File: src/rtl/capx_pkg.sv
package capx_pkg;

   typedef enum logic [3:0] {
      OP_MOVE    = 4'd0,
      OP_INCR    = 4'd1,
      OP_INCI    = 4'd2,
      OP_CSET    = 4'd3,
      OP_CGET    = 4'd4,
      OP_SHRINK  = 4'd5,
      OP_SPLIT   = 4'd6,
      OP_TIGHTEN = 4'd7,
      OP_DELIN   = 4'd8,
      OP_INIT    = 4'd9,
      OP_SEAL    = 4'd10,
      OP_DROP    = 4'd11,
      OP_MKREV   = 4'd12
   } op_e;

   typedef enum logic [2:0] {
      C_NONE    = 3'd0,
      C_KIND    = 3'd1,
      C_INVALID = 3'd2,
      C_TYPE    = 3'd3,
      C_PERM    = 3'd4,
      C_BOUNDS  = 3'd5,
      C_COUNT   = 3'd6,
      C_BADOP   = 3'd7
   } cause_e;

   localparam logic [2:0] T_LIN    = 3'd0;
   localparam logic [2:0] T_NLIN   = 3'd1;
   localparam logic [2:0] T_REV    = 3'd2;
   localparam logic [2:0] T_UNINIT = 3'd3;
   localparam logic [2:0] T_SEALED = 3'd4;
   localparam logic [2:0] T_SRET   = 3'd5;

   localparam int PERM_W    = 3;
   localparam int PERM_TOP  = 4;
   localparam int COUNT_W   = 5;
   localparam int COUNT_MAX = 31;
   localparam int META_W    = 2 + 3 + PERM_W + COUNT_W;

endpackage

File: src/rtl/capx_perm_order.sv
module capx_perm_order #(
   parameter int PERM_W     = 3,
   parameter int PERM_TOP   = 4,
   parameter bit TABLE_IMPL = 1'b0
) (
   input  logic [PERM_W-1:0] new_i,
   input  logic [PERM_W-1:0] old_i,
   output logic              le_o
);
   localparam int LVLS = PERM_TOP + 1;

   if (PERM_TOP != 4) begin : g_bad_top
      $error("capx_perm_order: ordering is defined for five levels only");
   end

   if (TABLE_IMPL) begin : g_table
      function automatic logic [LVLS*LVLS-1:0] build_map();
         logic [LVLS*LVLS-1:0] m;
         m = '0;
         for (int n = 0; n < LVLS; n++) begin
            for (int o = 0; o < LVLS; o++) begin
               m[n*LVLS+o] = (n == o) || (n == 0) || (n == 1 && o != 0) || (o == PERM_TOP);
            end
         end
         return m;
      endfunction
      localparam logic [LVLS*LVLS-1:0] LE_MAP = build_map();
      always_comb begin
         le_o = 1'b0;
         if (int'(new_i) <= PERM_TOP && int'(old_i) <= PERM_TOP)
            le_o = LE_MAP[int'(new_i)*LVLS + int'(old_i)];
      end
   end else begin : g_logic
      logic new_ok, old_ok;
      assign new_ok = int'(new_i) <= PERM_TOP;
      assign old_ok = int'(old_i) <= PERM_TOP;
      assign le_o = new_ok && old_ok &&
                    ((new_i == old_i) || (new_i == '0) ||
                     (new_i == PERM_W'(1) && old_i != '0) ||
                     (old_i == PERM_W'(PERM_TOP)));
   end

endmodule

File: src/rtl/capx_check.sv
module capx_check
   import capx_pkg::*;
#(
   parameter int ADDR_W     = 64,
   parameter int SEAL_MIN   = 4096,
   parameter bit PERM_TABLE = 1'b0,
   localparam int OPND_W    = META_W + 3*ADDR_W
) (
   input  logic [3:0]        op_i,
   input  logic [OPND_W-1:0] src1_i,
   input  logic [OPND_W-1:0] src2_i,
   input  logic [OPND_W-1:0] dst_i,
   output logic [2:0]        cause_o
);
   typedef struct packed {
      logic               is_cap;
      logic               valid;
      logic [2:0]         ctype;
      logic [PERM_W-1:0]  perms;
      logic [COUNT_W-1:0] count;
      logic [ADDR_W-1:0]  cursor;
      logic [ADDR_W-1:0]  base;
      logic [ADDR_W-1:0]  top;
   } cap_t;

   localparam logic [ADDR_W-1:0] PERM_LIM  = ADDR_W'(PERM_TOP);
   localparam logic [ADDR_W-1:0] COUNT_LIM = ADDR_W'(COUNT_MAX);
   localparam logic [ADDR_W-1:0] SEAL_LEN  = ADDR_W'(SEAL_MIN);

   cap_t s1, s2, d;
   assign s1 = src1_i;
   assign s2 = src2_i;
   assign d  = dst_i;

   logic perm_le;
   capx_perm_order #(.PERM_W(PERM_W), .PERM_TOP(PERM_TOP), .TABLE_IMPL(PERM_TABLE)) u_order (
      .new_i (s1.cursor[PERM_W-1:0]),
      .old_i (d.perms),
      .le_o  (perm_le)
   );

   logic known, kind_ok, valid_ok, type_ok, perm_ok, bounds_ok, count_ok;

   always_comb begin
      known = 1'b1; kind_ok = 1'b1; valid_ok = 1'b1; type_ok = 1'b1;
      perm_ok = 1'b1; bounds_ok = 1'b1; count_ok = 1'b1;
      case (op_e'(op_i))
         OP_MOVE: kind_ok = s1.is_cap;
         OP_INCR: begin
            kind_ok = s1.is_cap && !s2.is_cap;
            type_ok = s1.ctype != T_UNINIT;
         end
         OP_INCI: begin
            kind_ok = s1.is_cap;
            type_ok = s1.ctype != T_UNINIT;
         end
         OP_CSET: begin
            kind_ok = d.is_cap && !s1.is_cap;
            type_ok = !(d.ctype inside {T_UNINIT, T_SEALED, T_SRET});
         end
         OP_CGET: begin
            kind_ok = s1.is_cap;
            type_ok = !(s1.ctype inside {T_SEALED, T_SRET});
         end
         OP_SHRINK: begin
            kind_ok   = d.is_cap && !s1.is_cap && !s2.is_cap;
            type_ok   = d.ctype inside {T_LIN, T_NLIN, T_UNINIT};
            bounds_ok = (s1.cursor <= s2.cursor) && (s1.cursor >= d.base) && (s2.cursor <= d.top);
         end
         OP_SPLIT: begin
            kind_ok   = s1.is_cap && !s2.is_cap;
            type_ok   = s1.ctype inside {T_LIN, T_NLIN};
            bounds_ok = (s2.cursor >= s1.base) && (s2.cursor <= s1.top);
         end
         OP_TIGHTEN: begin
            kind_ok = d.is_cap && !s1.is_cap;
            type_ok = d.ctype inside {T_LIN, T_NLIN, T_UNINIT};
            perm_ok = (s1.cursor <= PERM_LIM) && perm_le;
         end
         OP_DELIN: begin
            kind_ok = d.is_cap;
            type_ok = d.ctype == T_LIN;
         end
         OP_INIT: begin
            kind_ok   = d.is_cap;
            type_ok   = d.ctype == T_UNINIT;
            bounds_ok = d.cursor == d.top;
         end
         OP_SEAL: begin
            kind_ok   = d.is_cap && !s1.is_cap;
            type_ok   = d.ctype == T_LIN;
            perm_ok   = d.perms inside {PERM_W'(3), PERM_W'(4)};
            bounds_ok = (d.top >= d.base) && ((d.top - d.base) >= SEAL_LEN);
            count_ok  = s1.cursor <= COUNT_LIM;
         end
         OP_DROP: kind_ok = s1.is_cap;
         OP_MKREV: begin
            kind_ok  = s1.is_cap;
            valid_ok = s1.valid;
            type_ok  = s1.ctype == T_LIN;
         end
         default: known = 1'b0;
      endcase
   end

   always_comb begin
      if (!known)          cause_o = C_BADOP;
      else if (!kind_ok)   cause_o = C_KIND;
      else if (!valid_ok)  cause_o = C_INVALID;
      else if (!type_ok)   cause_o = C_TYPE;
      else if (!perm_ok)   cause_o = C_PERM;
      else if (!bounds_ok) cause_o = C_BOUNDS;
      else if (!count_ok)  cause_o = C_COUNT;
      else                 cause_o = C_NONE;
   end

   logic unused_fields;
   assign unused_fields = ^{s2.valid, s2.ctype, s2.perms, s2.count, s2.base, s2.top,
                            s1.perms, s1.count, s1.cursor[ADDR_W-1:PERM_W], d.valid, d.count};

endmodule

File: src/rtl/capx_build.sv
module capx_build
   import capx_pkg::*;
#(
   parameter int ADDR_W  = 64,
   parameter int IMM_W   = 12,
   localparam int OPND_W = META_W + 3*ADDR_W
) (
   input  logic [3:0]        op_i,
   input  logic              same_reg_i,
   input  logic [IMM_W-1:0]  imm_i,
   input  logic [OPND_W-1:0] src1_i,
   input  logic [OPND_W-1:0] src2_i,
   input  logic [OPND_W-1:0] dst_i,
   output logic              rd_we_o,
   output logic [OPND_W-1:0] rd_val_o,
   output logic              rs_we_o,
   output logic [OPND_W-1:0] rs_val_o
);
   typedef struct packed {
      logic               is_cap;
      logic               valid;
      logic [2:0]         ctype;
      logic [PERM_W-1:0]  perms;
      logic [COUNT_W-1:0] count;
      logic [ADDR_W-1:0]  cursor;
      logic [ADDR_W-1:0]  base;
      logic [ADDR_W-1:0]  top;
   } cap_t;

   cap_t s1, s2, d, rd, rs, null_cap;
   assign s1 = src1_i;
   assign s2 = src2_i;
   assign d  = dst_i;

   always_comb begin
      null_cap        = '0;
      null_cap.is_cap = 1'b1;
   end

   logic [ADDR_W-1:0] imm_off, off;
   if (IMM_W < ADDR_W) begin : g_sext
      assign imm_off = {{(ADDR_W-IMM_W){imm_i[IMM_W-1]}}, imm_i};
   end else begin : g_trunc
      assign imm_off = imm_i[ADDR_W-1:0];
   end
   assign off = (op_e'(op_i) == OP_INCR) ? s2.cursor : imm_off;

   logic consume;
   assign consume = !same_reg_i && (s1.ctype != T_NLIN);

   always_comb begin
      rd_we_o = 1'b0;
      rs_we_o = 1'b0;
      rd      = s1;
      rs      = null_cap;
      case (op_e'(op_i))
         OP_MOVE: begin
            rd_we_o = !same_reg_i;
            rs_we_o = consume;
         end
         OP_INCR, OP_INCI: begin
            rd_we_o   = !same_reg_i || (off != '0);
            rs_we_o   = consume;
            rd.cursor = s1.cursor + off;
         end
         OP_CSET: begin
            rd_we_o   = 1'b1;
            rd        = d;
            rd.cursor = s1.cursor;
         end
         OP_CGET: begin
            rd_we_o   = 1'b1;
            rd        = '0;
            rd.cursor = s1.cursor;
         end
         OP_SHRINK: begin
            rd_we_o = 1'b1;
            rd      = d;
            rd.base = s1.cursor;
            rd.top  = s2.cursor;
         end
         OP_SPLIT: begin
            rd_we_o = 1'b1;
            rs_we_o = 1'b1;
            rd.base = s2.cursor;
            rs      = s1;
            rs.top  = s2.cursor;
         end
         OP_TIGHTEN: begin
            rd_we_o  = 1'b1;
            rd       = d;
            rd.perms = s1.cursor[PERM_W-1:0];
         end
         OP_DELIN: begin
            rd_we_o  = 1'b1;
            rd       = d;
            rd.ctype = T_NLIN;
         end
         OP_INIT: begin
            rd_we_o  = 1'b1;
            rd       = d;
            rd.ctype = T_LIN;
         end
         OP_SEAL: begin
            rd_we_o  = 1'b1;
            rd       = d;
            rd.ctype = T_SEALED;
            rd.count = s1.cursor[COUNT_W-1:0];
         end
         OP_DROP: begin
            rs_we_o  = 1'b1;
            rs       = s1;
            rs.valid = 1'b0;
         end
         OP_MKREV: begin
            rd_we_o  = 1'b1;
            rd.ctype = T_REV;
         end
         default: ;
      endcase
   end

   assign rd_val_o = rd;
   assign rs_val_o = rs;

   logic unused_fields;
   assign unused_fields = ^{s2.is_cap, s2.valid, s2.ctype, s2.perms, s2.count, s2.base, s2.top};

endmodule

File: src/rtl/capx_unit.sv
module capx_unit
   import capx_pkg::*;
#(
   parameter int ADDR_W     = 64,
   parameter int IMM_W      = 12,
   parameter int CAP_BITS   = 128,
   parameter int SEAL_SLOTS = 32,
   parameter bit PERM_TABLE = 1'b0,
   localparam int OPND_W    = META_W + 3*ADDR_W,
   localparam int SEAL_MIN  = CAP_BITS * SEAL_SLOTS
) (
   input  logic              clk_i,
   input  logic              rst_ni,
   input  logic              go_i,
   input  logic [3:0]        op_i,
   input  logic              same_reg_i,
   input  logic [IMM_W-1:0]  imm_i,
   input  logic [OPND_W-1:0] src1_i,
   input  logic [OPND_W-1:0] src2_i,
   input  logic [OPND_W-1:0] dst_i,
   output logic              rd_we_o,
   output logic [OPND_W-1:0] rd_val_o,
   output logic              rs_we_o,
   output logic [OPND_W-1:0] rs_val_o,
   output logic              exc_o,
   output logic [2:0]        cause_o
);
   if (ADDR_W < 16) begin : g_bad_addr
      $error("capx_unit: ADDR_W must be at least 16");
   end
   if (IMM_W < 2 || IMM_W > ADDR_W) begin : g_bad_imm
      $error("capx_unit: IMM_W must lie in [2, ADDR_W]");
   end
   if (SEAL_MIN >= 2**(ADDR_W > 30 ? 30 : ADDR_W)) begin : g_bad_seal
      $error("capx_unit: sealing region size does not fit the address width");
   end

   localparam logic [OPND_W-1:0] NULL_CAP = {1'b1, {(OPND_W-1){1'b0}}};
   localparam int VALID_BIT = OPND_W - 2;
   localparam int BASE_LSB  = ADDR_W;

   logic [2:0]        cause_c;
   logic              rd_we_c, rs_we_c;
   logic [OPND_W-1:0] rd_val_c, rs_val_c;

   capx_check #(.ADDR_W(ADDR_W), .SEAL_MIN(SEAL_MIN), .PERM_TABLE(PERM_TABLE)) u_check (
      .op_i    (op_i),
      .src1_i  (src1_i),
      .src2_i  (src2_i),
      .dst_i   (dst_i),
      .cause_o (cause_c)
   );

   capx_build #(.ADDR_W(ADDR_W), .IMM_W(IMM_W)) u_build (
      .op_i       (op_i),
      .same_reg_i (same_reg_i),
      .imm_i      (imm_i),
      .src1_i     (src1_i),
      .src2_i     (src2_i),
      .dst_i      (dst_i),
      .rd_we_o    (rd_we_c),
      .rd_val_o   (rd_val_c),
      .rs_we_o    (rs_we_c),
      .rs_val_o   (rs_val_c)
   );

   logic fault;
   assign fault = cause_c != C_NONE;

   always_ff @(posedge clk_i or negedge rst_ni) begin
      if (!rst_ni) begin
         rd_we_o  <= 1'b0;
         rs_we_o  <= 1'b0;
         exc_o    <= 1'b0;
         cause_o  <= C_NONE;
         rd_val_o <= '0;
         rs_val_o <= '0;
      end else begin
         rd_we_o <= go_i && !fault && rd_we_c;
         rs_we_o <= go_i && !fault && rs_we_c;
         exc_o   <= go_i && fault;
         cause_o <= go_i ? cause_c : C_NONE;
         if (go_i) begin
            rd_val_o <= rd_val_c;
            rs_val_o <= rs_val_c;
         end
      end
   end

   // a fault blocks every write and always names its cause
   a_r12_fault_no_write: assert property (@(posedge clk_i) disable iff (!rst_ni)
      exc_o |-> (!rd_we_o && !rs_we_o && cause_o != 3'd0));

   // nothing is reported unless an issue was sampled on the previous edge
   a_r1_quiet_idle: assert property (@(posedge clk_i) disable iff (!rst_ni)
      !$past(go_i) |-> (!exc_o && !rd_we_o && !rs_we_o));

   // the exception strobe lasts one cycle unless issues follow back to back
   a_r12_single_strobe: assert property (@(posedge clk_i) disable iff (!rst_ni)
      (exc_o && !$past(go_i, 1)) |-> 1'b0);

   // a consumed move source is written back as the null capability
   a_r3_move_leaves_null: assert property (@(posedge clk_i) disable iff (!rst_ni)
      (rs_we_o && $past(op_i) == 4'(OP_MOVE)) |-> rs_val_o == NULL_CAP);

   // the two halves of a split meet at the split point
   a_r7_split_meets: assert property (@(posedge clk_i) disable iff (!rst_ni)
      (rd_we_o && $past(op_i) == 4'(OP_SPLIT)) |->
         (rs_we_o && rd_val_o[BASE_LSB +: ADDR_W] == rs_val_o[ADDR_W-1:0]));

   // a drop writes back an invalid copy and leaves the destination alone
   a_r11_drop_invalid: assert property (@(posedge clk_i) disable iff (!rst_ni)
      (rs_we_o && $past(op_i) == 4'(OP_DROP)) |-> (!rs_val_o[VALID_BIT] && !rd_we_o));

endmodule

File: config.mk
export PLATFORM = sky130hd
export DESIGN_NAME = capx_unit
export DESIGN_NICKNAME = d
export VERILOG_FILES = /design/src/rtl/capx_pkg.sv /design/src/rtl/capx_perm_order.sv /design/src/rtl/capx_check.sv /design/src/rtl/capx_build.sv /design/src/rtl/capx_unit.sv
export SDC_FILE = /design/constraint.sdc
export NUM_CORES = 2
export LEC_CHECK = 0
export BUFFER_PORTS_ARGS = -buffer_cell sky130_fd_sc_hd__buf_2
export CELL_PAD_IN_SITES_DETAIL_PLACEMENT = 0
export CELL_PAD_IN_SITES_GLOBAL_PLACEMENT = 2
export CORE_AREA = 3 3 410 412
export CTS_CLUSTER_SIZE = 40
export DETAILED_ROUTE_END_ITERATION = 8
export DIE_AREA = 0 0 413 415
export PLACE_DENSITY_LB_ADDON = 0.2
export SLEW_MARGIN = 10
export SYNTH_ARGS = -nofsm -noshare
export SYNTH_HDL_FRONTEND = slang
export SYNTH_HIERARCHICAL = 1
export SYNTH_SLANG_ARGS = --single-unit
File: constraint.sdc
create_clock -name clk_i -period 0.8 [get_ports clk_i]
set_input_delay 0.12 -clock clk_i [delete_from_list [all_inputs] [get_ports clk_i]]
set_output_delay 0.12 -clock clk_i [all_outputs]
set_load 0.01 [all_outputs]
==> impl_metrics.py <==
metrics = {
    "status": {
        "outcome": "complete, but fails checks",
        "violations": "design-rule violations, negative hold slack, negative setup slack",
    },
    "clock_tree": {
        "root_buffer": "clkbuf_16",
        "clkTransAtPathRegs_ps": 60,
        "clock_latency_ps": 680,
        "cts_tree": "built",
        "cts_buffer_depth": 3,
        "postCtsHoldBufs": 185,
        "cts_buffers": 56,
        "h-tree-depth": 2,
        "cts_sinks": 416,
    },
    "sta": {
        "worstMarginPinSlew_ps": 964,
        "fin_ws_ps": -3260,
        "fin_hold_ws_ps": -172,
        "hold_viol_final": 77,
        "fin_crit_sh": 5.08,
        "rsz0062_at_grt": "yes",
        "fin_worst_skew_ps": 0,
        "setup_tns_ps": -583900,
        "max_slew_margin": 0.352,
        "min_period_ps": 4060,
        "fmax_mhz": 246,
        "setup_viol": 836,
        "slew_violations": 0,
    },
    "cells_and_area": {
        "drive_gt1_frac": 0.528,
        "fin_nets": 8329,
        "multi_input_area_um2": 30500,
        "layout_commonest_cell": "buf_4",
        "area.sequential_um2": 10400,
        "mostFrequentLayoutCells": "1,653 x buf_4, 729 x buf_2, 415 x inv_1",
        "area_growth_pct": 77.7,
        "fillCellCount": 16600,
    },
    "global_routing": {
        "grt_max_degree": 75,
        "grt_pass1_wl_mm": 369,
        "grt.total_usage": 0.299,
        "first_global_vias": 48000,
        "grt_overflow": 0,
        "grt_util_met1": 0.401,
        "grt_use_met3": 0.0479,
        "grt.busiest_layer": "met2",
        "grt_use_met2": 0.495,
        "antenna_found_initial": 105,
    },
    "logic_synthesis": {
        "synth_top_area_frac": 0.261,
        "synth_edf_count": 0,
        "avgSynthCellArea_um2": 9.00,
        "synthArstFlopShare": 1.00,
        "synth_area_um2": 39900,
        "synth_warnings": 6,
        "yosysTopAreaCell": "dfrtp_1",
        "syn_nets": 5528,
        "syn-instance-count": 4432,
        "synth_area_leaders": "dfrtp_1 26%, ha_1 14%, mux2_4 7.6%",
        "synth_seq_area_share": 0.261,
        "ys_ff_latch": 416,
        "synth_cell_types": 100,
        "ys.flop_type": "dfrtp_1",
    },
    "setup_path": {
        "cp_max_fo": 3,
        "worstSetupEndpointType": "flop",
        "critPathRequiredTime_ps": 1400,
        "crit_type": "input port to flop",
        "start_kind": "input port",
        "arrival_ps": 4660,
    },
    "route": {
        "wl_per_cell_um": 29.0,
        "via_per_inst": 5.06,
        "drt_first_pass_iters": 9,
        "postRouteWirelength_mm": 276,
        "postRouteAntennaNets": 0,
        "vias": 48200,
        "drt_iter0_markers": 4610,
        "drc_errors": 8,
    },
    "floorplan": {
        "core.rowCount": 149,
        "die_width_um": 413,
        "start_util": 0.242,
        "coreArea_um2": 165000,
        "dieHeight_um": 415,
        "boundaryPins": 1051,
        "die-area_um2": 171000,
    },
    "power_and_ir_drop": {
        "power.leakage_nw": 36.6,
        "ir_drop_uv": 1700,
        "p_per_area_nw_per_um2": 1460,
    },
    "place": {
        "dp_hpwl_mm": 223,
        "gp_congestion": 0.969,
        "dp_slack_ps": -4190,
        "port-buffer-count": 910,
    },
    "min_path": {
        "hold_path.class": "input port to flop",
    },
    "job": {
        "max_cap_viol_count": 0,
    },
}
metrics by stage:
stage | power, W | cells | utilization | area [um^2]
after floorplan | 0.0425 | 4432 | - | 41600
after global placement | 0.0656 | 8897 | 0.365 | 60100
after detailed placement | 0.0657 | 8897 | 0.365 | 60100
after CTS | 0.0982 | 9224 | 0.403 | 66300
after global routing | 0.108 | 9501 | 0.430 | 70900
final | 0.104 | 9525 | 0.430 | 70900
sequential cells by signal, indices dropped and copies added (netlist names):
name	cells
rd_val_o	205
cause_o	3
exc_o	1
rd_we_o	1
rs_we_o	1
rs_val_o	205
logic make-up after synthesis:
kind of cell,share of synthesized area
flops,0.261
compound gates,0.213
buf+inv,0.0691
mux,0.140
fa+ha+maj,0.145
simple gates,0.138
xor+xnor,0.0345
cells in the mapped netlist, types with 75 or more instances:
cell type,count
mux2_4,203
clkbuf_1,151
ha_1,460
and2_1,153
xnor2_1,75
o21ai_0,204
mux2_2,185
inv_1,429
a21oi_1,326
a21o_1,154
nand2_1,291
xor2_1,82
nor2_1,239
a222oi_1,133
nand4_1,131
dfrtp_1,416
path summary, 6_finish.rpt:
kind,from,end,slack (ps),depth (start not counted)
min in group asynchronous,rst_ni,rs_val_o[186],80,3
setup / recovery,dst_i[12],rs_we_o,-3260,18
hold reg to reg,rd_val_o[197],rd_val_o[197],480,1
setup reg to reg,rd_val_o[186],rd_val_o[186],-150,2
max in group asynchronous,rst_ni,rd_val_o[187],-60,3
hold / removal,dst_i[194],rd_val_o[194],-170,4
per-layer routing:
| metal | vias to the layer above | wire length (um) |
|---|---|---|
| met5 | - | 232 |
| met4 | 34 | 8970 |
| met3 | 365 | 17700 |
| met2 | 1688 | 128000 |
| met1 | 24100 | 122000 |
| li1 | 22100 | - |
cell type report:
| cell class | count | share of cell area |
|---|---|---|
| multi-input cells | 3369 | 0.429 |
| repair buffers | 2961 | 0.332 |
| flip-flops and latches | 416 | 0.147 |
| well taps | 2189 | 0.0386 |
| inverters | 429 | 0.0230 |
| clock buffers | 71 | 0.0224 |
| clock inverters | 32 | 0.00580 |
| diodes | 58 | 0.00205 |
critical path, stage by stage:
cell and delay [ps]:
buf_6 110, ha_4 290, buf_6 100, nand4_1 230, and2_4 240, a221o_1 320, or4_4 510, nor4_4 300
nand4_1 140, nor4_2 360, buf_4 160, nand4_1 190, or4_4 480, o31a_4 360, o2111ai_4 220, a21oi_2 100
nor3_2 210, and3_1 190
what timing repair did:
| action | in CTS | in global routing |
|---|---|---|
| pin swaps | 165 | 168 |
| setup buffers | 43 | 237 |
| gates resized for setup | 414 | 581 |
| cloned | 8 | 20 |
| hold endpoints to repair | 768 | 79 |
| endpoints found under the setup margin | 832 | 836 |
power by group:
group          internal (W)  switching, W  total [W]  leakage, nW
sequential           0.0233       0.00166     0.0250         5.36
clock                0.0166        0.0116     0.0282        0.970
combinational        0.0253        0.0252     0.0506         30.3
total                0.0653        0.0384      0.104         36.6
Power figures use the tool's default switching activity.
